**config.mk**
```make
export PLATFORM = sky130hd
export DESIGN_NAME = road_matcher
export DESIGN_NICKNAME = d
export VERILOG_FILES = /design/src/rtl/road_pkg.sv /design/src/rtl/road_term.sv /design/src/rtl/match_or.sv /design/src/rtl/road_matcher.sv
export SDC_FILE = /design/constraint.sdc
export NUM_CORES = 1
export LEC_CHECK = 0
export BUFFER_PORTS_ARGS = -buffer_cell sky130_fd_sc_hd__buf_2
export CORE_MARGIN = 8
export CORE_UTILIZATION = 10
export DETAILED_ROUTE_END_ITERATION = 6
export PLACE_DENSITY = 0.95
export SYNTH_ARGS = -nofsm -noshare
export SYNTH_HDL_FRONTEND = slang
export SYNTH_SLANG_ARGS = --single-unit
```
**constraint.sdc**
```tcl
create_clock -name clk -period 1.4 [get_ports clk]
set_input_delay 0.28 -clock clk [delete_from_list [all_inputs] [get_ports clk]]
set_output_delay 0.28 -clock clk [all_outputs]
set_load 0.03 [all_outputs]
```
**src/rtl/road_pkg.sv**
```systemverilog
package road_pkg;

    // Detector geometry
    localparam int NUM_PLANES  = 4;
    localparam int NUM_PADDLES = 32;
    localparam int ROAD_PLANES = 3;
    localparam int IDX_W       = $clog2(NUM_PADDLES);
    localparam int SEL_W       = $clog2(NUM_PLANES);
    localparam int ROAD_W      = SEL_W + ROAD_PLANES * IDX_W;

    // Pack one road: skipped plane, then paddles for the remaining planes, ascending.
    function automatic logic [ROAD_W-1:0] road_entry(input int skip, input int lo,
                                                     input int mid, input int hi);
        return {SEL_W'(skip), IDX_W'(lo), IDX_W'(mid), IDX_W'(hi)};
    endfunction

    // Plane used by index slot `slot` (0..2) of a road that skips plane `skip`.
    function automatic int plane_of(input int skip, input int slot);
        return (slot < skip) ? slot : slot + 1;
    endfunction

endpackage

```
**src/rtl/road_term.sv**
```systemverilog
module road_term
    import road_pkg::*;
#(
    parameter logic [ROAD_W-1:0] ENTRY = '0
) (
    input  logic [NUM_PLANES-1:0][NUM_PADDLES-1:0] hits_i,
    output logic                                   hit_o
);

    localparam int SKIP = int'(ENTRY[ROAD_W-1 -: SEL_W]);

    logic [ROAD_PLANES-1:0] leg;

    for (genvar s = 0; s < ROAD_PLANES; s++) begin : g_leg
        localparam int IDX   = int'(ENTRY[(ROAD_PLANES-1-s)*IDX_W +: IDX_W]);
        localparam int PLANE = plane_of(SKIP, s);

        if (IDX >= NUM_PADDLES) begin : g_bad_idx
            $error("road_term: paddle index %0d outside 0..%0d", IDX, NUM_PADDLES-1);
        end

        assign leg[s] = hits_i[PLANE][IDX];
    end

    assign hit_o = &leg;

    // Only three bits of the hit bundle are read by any one road.
    logic unused_hits;
    assign unused_hits = ^hits_i;

endmodule

```
**src/rtl/match_or.sv**
```systemverilog
module match_or #(
    parameter int WIDTH = 8
) (
    input  logic [WIDTH-1:0] terms_i,
    output logic             any_o
);

    localparam int LEVELS = (WIDTH > 1) ? $clog2(WIDTH) : 0;
    localparam int LEAVES = 1 << LEVELS;
    localparam int NODES  = 2 * LEAVES - 1;

    // Heap layout: node n has children 2n+1 and 2n+2; leaves start at LEAVES-1.
    logic [NODES-1:0] node;

    for (genvar i = 0; i < LEAVES; i++) begin : g_leaf
        if (i < WIDTH) begin : g_live
            assign node[LEAVES-1+i] = terms_i[i];
        end else begin : g_pad
            assign node[LEAVES-1+i] = 1'b0;
        end
    end

    for (genvar n = 0; n < LEAVES - 1; n++) begin : g_inner
        assign node[n] = node[2*n+1] | node[2*n+2];
    end

    assign any_o = node[0];

endmodule

```
**src/rtl/road_matcher.sv**
```systemverilog
module road_matcher
    import road_pkg::*;
#(
    parameter int NUM_ROADS = 4,
    parameter logic [NUM_ROADS*ROAD_W-1:0] ROAD_TABLE = {
        road_entry(0, 31, 31, 31),
        road_entry(1, 4, 8, 12),
        road_entry(2, 16, 16, 16),
        road_entry(3, 0, 0, 0)
    }
) (
    input  logic                 clk,
    input  logic                 rst_n,
    input  logic [31:0]          plane0_hits,
    input  logic [31:0]          plane1_hits,
    input  logic [31:0]          plane2_hits,
    input  logic [31:0]          plane3_hits,
    output logic                 trig,
    output logic                 trig_q,
    output logic [NUM_ROADS-1:0] match_q
);

    logic [NUM_PLANES-1:0][NUM_PADDLES-1:0] hits;
    logic [NUM_ROADS-1:0]                   road_hit;

    assign hits = {plane3_hits, plane2_hits, plane1_hits, plane0_hits};

    // One AND term per road
    for (genvar r = 0; r < NUM_ROADS; r++) begin : g_road
        road_term #(
            .ENTRY (ROAD_TABLE[r*ROAD_W +: ROAD_W])
        ) u_term (
            .hits_i (hits),
            .hit_o  (road_hit[r])
        );
    end

    // Balanced OR of all road terms
    match_or #(
        .WIDTH (NUM_ROADS)
    ) u_or (
        .terms_i (road_hit),
        .any_o   (trig)
    );

    // Registered copy
    typedef struct packed {
        logic                 trig;
        logic [NUM_ROADS-1:0] match;
    } out_t;

    out_t out_d, out_q;

    always_comb begin
        out_d       = out_q;
        out_d.trig  = trig;
        out_d.match = road_hit;
    end

    always_ff @(posedge clk or negedge rst_n) begin
        if (!rst_n) begin
            out_q <= '0;
        end else begin
            out_q <= out_d;
        end
    end

    assign trig_q  = out_q.trig;
    assign match_q = out_q.match;

endmodule

```
# Yosys cells after proc, flatten, opt, wreduce, memory -nomap -nowiden

Cells that the tools add are included.

Register bits after elaboration: 5
Bits in latches: 0
Bits in writable memories: 0
ROM bits: 0
Bits of input ports: 130
Output and inout port bits: 6
Logic and storage cells: 9
Memories: 0

Add/subtract/negate cells: 0
Multipliers: 0
Divide/modulo/power cells: 0
$lt $le $gt $ge: 0
Equal/unequal tests: 0
Shift operators: 0
Muxes and demuxes: 0
Bitwise operators: 3
Reduce and logical (&&, ||, !) cells: 4

Operators by type and width:

| kind                | number |
|---|---|
| AND reduction 3 bit | 4 |
| bitwise OR 1 bit    | 3 |

# Depth between registers and ports, before layout

Gate-level depths: netlist of run 1.

Depth after elaboration: 3
Depth in mapped cells: 2
Gate-level depth less buffers: 2

# Cells and area by module

From an unflattened synthesis of run 1, not the netlist that was laid out.

Cell total of the unflattened synthesis: 10
Area, all modules: 157.7 um2

Modules (own cells, without submodules):

| module       | times used | cells each | area each (um2) | seq. area each (um2) |
|---|---|---|---|---|
| road_matcher | 1          | 5          | 125.1           | 125.1 |
| road_term    | 4          | 1          | 6.3             | 0.0 |
| match_or     | 1          | 1          | 7.5             | 0.0 |

# Worst setup path before layout of run 1

OpenSTA, ideal clock, no wires.

Path kind: input-to-output
Start: in plane1_hits[31]
End: out trig
Arrival: 1.138 ns
Data required time: 1.120 ns
Setup slack: -0.018 ns
Cell stages on the path: 2
Buffers on the path: 0
Cells stage by stage: and3_1 > or4_1

Word-level cells in the longest chain between the ends: 3

Ends and longest elaborated chain:

| what                           | RTL line           | source |
|---|---|---|
| from (decl)                    | road_matcher.sv:15 | `input logic [31:0] plane1_hits,` |
| AND reduction 3 bit            | road_term.sv:25    | `assign hit_o = &leg;` |
| bitwise OR 1 bit (2 in series) | match_or.sv:24     | `assign node[n] = node[2*n+1] \| node[2*n+2];` |
| to (decl)                      | road_matcher.sv:18 | `output logic trig,` |

Every way passes these cells.

# Worst setup path in the final report of run 1

Start: in plane0_hits[16]
End: out trig

Word-level cells in the longest chain between the ends: 3

Ends and longest elaborated chain:

| what                           | RTL line           | source |
|---|---|---|
| from (decl)                    | road_matcher.sv:14 | `input logic [31:0] plane0_hits,` |
| AND reduction 3 bit            | road_term.sv:25    |  |
| via g_road[1].u_term.hit_o     | road_term.sv:7     | `output logic hit_o` |
| bitwise OR 1 bit (2 in series) | match_or.sv:24     |  |

The timed path passes the listed nets, and every way through them passes these cells.

==> flow_metrics.py, run 1 <==
metrics = {
    "grt": {
        "grt_first_pass_wirelength_um": 945,
        "grt_pass1_vias": 243,
        "antenna_found_initial": 0,
        "groute.usage.overall_pct": 4.29,
        "grt-ovfl-total": 0,
        "grt_start_max_net_pins": 6,
    },
    "cells_and_area": {
        "antenna_cells_inserted": 0,
        "fin_nets": 165,
        "final_util_pct": 23.4,
        "layout_cells_sized_above_1_pct": 73.5,
        "finish.instance_area_um2": 348,
        "num-fill-cells": 172,
        "final-instance-count-excl-fill": 50,
        "syn2layout_area_growth_pct": 121,
    },
    "sta": {
        "tightest_slew_ns": 0.170,
        "drv_slew": 0,
        "report.final.hold_viol_count": 0,
        "fmax_ghz": 0.661,
        "tns_ns": -0.113,
        "rsz_0062_raised_after_global_routing": "true",
        "final-setup-viol-count": 1,
        "setup_slack_ns": -0.113,
        "post-route-period-util_pct": 108,
        "slew_headroom_pct": 88.7,
        "final.min_clock_period_ns": 1.51,
    },
    "pwr": {
        "power.switching_w": 0.0000966,
        "share_comb_of_total_power_pct": 19.3,
        "intPower_w": 0.000298,
        "share_clk_of_total_power_pct": 41.5,
        "sw_frac_of_total_pct": 24.5,
        "power.sequential.fraction_pct": 39.2,
        "vdd.ir_drop.worst_v": 0.000347,
        "power.static_leakage_nw": 0.198,
        "pwr_density_cell_nw_per_um2": 1130,
    },
    "run": {
        "drv.max_cap_violation_count": 0,
    },
    "detailed_routing": {
        "vias": 182,
        "antenna_violating_nets_post_route": 0,
        "firstDrtPassIters": 1,
        "postRouteWirelength_um": 610,
        "avgRoutedWirePerCell_um": 12.2,
        "via_per_inst": 3.64,
        "initialDrtViolationCount": 0,
        "post-route-drc-count": 0,
    },
    "hold_path": {
        "worstHoldPathType": "in -> reg",
        "worst_hold_path_ep": "match_q[3]$_DFF_PN0_",
        "min_from": "plane3_hits[31]",
        "worstHoldPathCells": 2,
    },
    "logic_synthesis": {
        "synth_top_area_share_pct": 79.4,
        "synthDistinctLibCells": 3,
        "yosysSeqAreaShare_pct": 79.4,
        "synth_area_per_cell_um2": 15.8,
        "top_cell_type_by_total_area_after_synthesis": "sky130_fd_sc_hd__dfrtp_1",
        "syn-instance-count": 10,
        "ys_warn_count": 0,
        "post_synth_instance_area_um2": 158,
        "synth_nets": 140,
        "main_area_contributors_after_synthesis": "sky130_fd_sc_hd__dfrtp_1 (79%), sky130_fd_sc_hd__and3_1 (16%), sky130_fd_sc_hd__or4_1 (4.8%)",
        "ys_seq_elements": 5,
    },
    "floorplanning": {
        "dieWidth_um": 55.7,
        "floorplan.core_area_um2": 1490,
        "dieHeight_um": 55.7,
        "start_util_pct": 10.6,
        "num_io_pins": 136,
        "floorplan.die_area_um2": 3100,
        "fp-row-count": 14,
    },
    "place": {
        "dpl_worst_slack_ns": -0.169,
        "detailed_place.area_um2": 277,
        "gpl.final_weighted_congestion": 0.606,
        "placed_cells_incl_taps": 45,
        "port-buffer-count": 19,
    },
    "clock_tree": {
        "tritoncts": "yes",
        "ctsRootBufferMaster": "sky130_fd_sc_hd__clkbuf_4",
        "clock_path_buffers": 2,
        "number_of_buffers_created_by_cts": 3,
        "clk_pin_slew_worst_paths_ns": 0.04,
        "cts.htree.levels": 1,
        "cts_sinks": 5,
    },
    "outcome": {
        "status": "complete, but fails checks",
        "violations": "negative setup slack",
    },
    "worst_setup_path": {
        "cp-end-kind": "output port",
        "arrival_ns": 1.23,
        "critical_path.startpoint_type": "input port",
        "crit_start": "plane0_hits[16]",
        "critical_path.max_fanout": 2,
        "path_class": "in -> out",
        "worst_path_required_time_ns": 1.12,
    },
}
-- cell families after synthesis --
group | after synthesis | share of synthesized area [%]
and+or+nand+nor | 5 | 20.6
DFF | 5 | 79.4
-- flip-flops by register name, summed over array words and instances (netlist names) --
signal and count:
trig_q 1, match_q 4
-- per-stage QoR --
| stage | hold slack, ns | power, W |
|---|---|---|
| finish | 0.314 | 0.000395 |
| global route | 0.308 | 0.000417 |
| CTS | 0.303 | 0.000402 |
| detailed placement | 0.0952 | 0.000219 |
| global placement | 0.0907 | 0.000217 |
| floorplan | -0.0156 | 0.000187 |
-- cell type report --
type	instances	area (um2)	area share (%)
multi-input combinational	5	46.3	13.3
timing repair buffer	20	130	37.4
clock buffer	4	26.3	7.55
tap	16	20.0	5.76
sequential	5	125	36.0
-- synth_stat cells --
cell type	n
sky130_fd_sc_hd__dfrtp_1	5
sky130_fd_sc_hd__and3_1	4
sky130_fd_sc_hd__or4_1	1
-- per-layer routing --
metal | part of all wire (%) | global-route usage (%)
met1 | 49 | 4.57
met2 | 40 | 4.17
met3 | 12 | 2.51
met4 | 0 | 7.39
met5 | 0 | 0
-- layout by cell type, fill, tap and decap left out --
| master | synthesis | routed |
|---|---|---|
| sky130_fd_sc_hd__buf_6 | 0 | 4 |
| sky130_fd_sc_hd__buf_2 | 0 | 15 |
| sky130_fd_sc_hd__and3_1 | 4 | 2 |
| sky130_fd_sc_hd__clkbuf_4 | 0 | 3 |
| sky130_fd_sc_hd__dfrtp_1 | 5 | 5 |
| sky130_fd_sc_hd__or4_4 | 0 | 1 |
| sky130_fd_sc_hd__clkbuf_1 | 0 | 1 |
| sky130_fd_sc_hd__dlygate4sd3_1 | 0 | 1 |
| sky130_fd_sc_hd__and3_4 | 0 | 2 |
-- worst max path at each step --
stage          cells past startpoint   end  slack (ns)
2_1_floorplan                      2  trig        0.07
3_3_place_gp                       4  trig       -0.16
3_5_place_dp                       4  trig       -0.17
4_1_cts                            4  trig       -0.11
5_1_grt                            4  trig       -0.13
6_report                           4  trig       -0.11
-- power groups by stage --
stage	logic, W	clock network, W	registers, W
3_3_place_gp	0.0000614	0	0.000156
5_1_grt	0.0000815	0.000181	0.000155
2_1_floorplan	0.0000155	0	0.000172
6_report	0.0000761	0.000164	0.000155
4_1_cts	0.0000751	0.000172	0.000155
3_5_place_dp	0.0000623	0	0.000157
-- worst max-delay path, cell delays in order --
cell and delay [ns]:
sky130_fd_sc_hd__buf_2 0.10, sky130_fd_sc_hd__and3_4 0.16, sky130_fd_sc_hd__or4_4 0.54, sky130_fd_sc_hd__buf_6 0.16
-- timing repair --
action                                  in CTS  in global routing
gates resized for setup                      6                  1
pin swaps                                    2                  2
endpoints found under the setup margin       1                  1
hold buffers                                 1                  0
cloned                                       0                  0
hold endpoints to repair                     5                  0
buffers inserted                             0                  0
Power figures use the tool's default switching activity.
==> run 2: changes to the inputs <==
--- a/config.mk
+++ b/config.mk
@@ -6,6 +6,8 @@
 export NUM_CORES = 1
 export LEC_CHECK = 0
 export BUFFER_PORTS_ARGS = -buffer_cell sky130_fd_sc_hd__buf_2
+export CELL_PAD_IN_SITES_DETAIL_PLACEMENT = 2
+export CELL_PAD_IN_SITES_GLOBAL_PLACEMENT = 2
 export CORE_MARGIN = 8
 export CORE_UTILIZATION = 10
 export DETAILED_ROUTE_END_ITERATION = 6
==> run 2 against run 1 <==
The flow still finishes with violations (negative setup slack); clock power about the same; via count increased by 13%; cell area increased by 16%; clock-buffer cell count unchanged; combinational power increased by 18%; flip-flop and latch count unchanged.
==> flow_metrics.py, run 2 (synthesis gave the netlist of run 1 again) <==
metrics = {
    "outcome": {
        "status": "complete, but fails checks",
        "violations": "negative setup slack",
    },
    "worst_setup_path": {
        "worst_path_required_time_ns": 1.12,
        "path_class": "in -> out",
        "arrival_ns": 1.23,
        "cpPeakStageDelay_ns": 0.54,
        "timing.critical_path.cells": "buf_6 -> and3_4 -> or4_4 -> buf_6",
        "critical_path.max_fanout": 2,
        "cp-end-kind": "output port",
        "critical_path.startpoint_type": "input port",
        "critical-path-top-cell-by-count": "sky130_fd_sc_hd__buf_6",
        "cp_slowest_cell": "sky130_fd_sc_hd__or4_4",
    },
    "clock_tree": {
        "clock_path_buffers": 2,
        "cts.htree.levels": 1,
        "number_of_buffers_created_by_cts": 3,
        "tritoncts": "yes",
        "cts_sinks": 5,
        "clk_pin_slew_worst_paths_ns": 0.04,
        "ctsRootBufferMaster": "sky130_fd_sc_hd__clkbuf_4",
    },
    "detailed_routing": {
        "vias": 205,
        "firstDrtPassIters": 1,
        "via_per_inst": 3.66,
        "post-route-drc-count": 0,
        "avgRoutedWirePerCell_um": 14.1,
        "postRouteWirelength_um": 792,
        "antenna_violating_nets_post_route": 0,
        "initialDrtViolationCount": 0,
    },
    "grt": {
        "use_met3_pct": 4.57,
        "grt.met2_usage_pct": 8.01,
        "antenna_found_initial": 0,
        "gr-max-usage-layer": "met2",
        "grt.met1_usage_pct": 4.38,
        "grt_pass1_vias": 273,
        "grt_first_pass_wirelength_um": 1230,
        "grt-ovfl-total": 0,
        "grt_start_max_net_pins": 6,
        "groute.usage.overall_pct": 5.46,
    },
    "run": {
        "drv.max_cap_violation_count": 0,
    },
    "floorplanning": {
        "floorplan.die_area_um2": 3100,
        "num_io_pins": 136,
        "start_util_pct": 10.6,
        "floorplan.core_area_um2": 1490,
        "dieHeight_um": 55.7,
        "dieWidth_um": 55.7,
        "fp-row-count": 14,
    },
    "cells_and_area": {
        "layout_cells_sized_above_1_pct": 80.0,
        "most_common_cell_after_layout_fill_and_taps_aside": "sky130_fd_sc_hd__buf_2",
        "largest_reg_flops": 4,
        "syn2layout_area_growth_pct": 156,
        "multiInputGateArea_um2": 51.3,
        "num-fill-cells": 166,
        "final_util_pct": 27.1,
        "area.sequential_um2": 125,
        "most-common-layout-cells": "sky130_fd_sc_hd__buf_2 (14), sky130_fd_sc_hd__buf_4 (6), sky130_fd_sc_hd__buf_6 (5), sky130_fd_sc_hd__dfrtp_1 (5)",
        "finish.instance_area_um2": 404,
        "fin_nets": 171,
        "antenna_cells_inserted": 0,
    },
    "pwr": {
        "vdd.ir_drop.worst_v": 0.000477,
        "intPower_w": 0.000308,
        "power.sequential.fraction_pct": 37.6,
        "share_comb_of_total_power_pct": 21.8,
        "power.switching_w": 0.000101,
        "power.static_leakage_nw": 0.230,
        "share_clk_of_total_power_pct": 40.5,
        "sw_frac_of_total_pct": 24.7,
        "pwr_density_cell_nw_per_um2": 1010,
    },
    "place": {
        "port-buffer-count": 19,
        "gpl.final_weighted_congestion": 0.663,
        "detailed_place.area_um2": 299,
    },
    "sta": {
        "final-setup-viol-count": 1,
        "rsz_0062_raised_after_global_routing": "true",
        "final.min_clock_period_ns": 1.51,
        "setup_slack_ns": -0.107,
        "slew_headroom_pct": 89.0,
        "tightest_slew_ns": 0.166,
        "post-route-period-util_pct": 108,
        "drv_slew": 0,
        "fmax_ghz": 0.663,
        "hold_ws_ns": 0.310,
        "report.final.hold_viol_count": 0,
    },
    "hold_path": {
        "worstHoldPathType": "in -> reg",
    },
}
## run 2: path summary, 6_finish.rpt
check                                start              endpoint  slack, ns  cells past startpoint
max                        plane3_hits[12]                  trig      -0.11                      4
max in group asynchronous            rst_n  match_q[1]$_DFF_PN0_       0.89                      2
min in group asynchronous            rst_n  match_q[3]$_DFF_PN0_       0.38                      2
min                        plane3_hits[31]  match_q[3]$_DFF_PN0_       0.31                      2
## run 2: critical path: cells and delay by family
family	cells	cell delay, ns
buffers and inverters	2	0.25
AND/OR/NAND/NOR	2	0.71
## run 2: area by class of cell
cell class,instances,area share [%]
clock buffers,4,6.50
multi-input cells,5,12.7
flip-flops and latches,5,31.0
repair buffers,26,44.9
well taps,16,4.95
## run 2: metal layers
metal	wire [um]	share of wire, %
met4	0	0
met3	138	17
met1	285	36
met2	368	46
met5	0	0
## run 2: power by group through the flow
stage	registers (W)	logic, W	clock network (W)
floorplan	0.000172	0.0000155	0
global placement	0.000156	0.0000667	0
detailed placement	0.000157	0.0000683	0
CTS	0.000154	0.0000823	0.000177
global route	0.000155	0.0000962	0.000185
finish	0.000154	0.0000895	0.000166
## run 2: metrics by stage
stage	cells	worst slack [ns]	TNS (ns)	total power [W]
5_1_grt	56	-0.124	-0.124	0.000436
4_1_cts	54	-0.108	-0.108	0.000414
3_3_place_gp	48	-0.166	-0.166	0.000222
6_report	56	-0.107	-0.107	0.000410
3_5_place_dp	48	-0.168	-0.168	0.000225
2_1_floorplan	10	0.0743	0	0.000187
## run 2: repair_timing
action | 4_1_cts | 5_1_grt
endpoints found under the setup margin | 1 | 1
hold buffers | 1 | 0
gates resized for setup | 6 | 3
endpoints found under the hold margin | 5 | 0
pin swaps | 2 | 3
buffers inserted | 1 | 2
gates cloned | 0 | 0
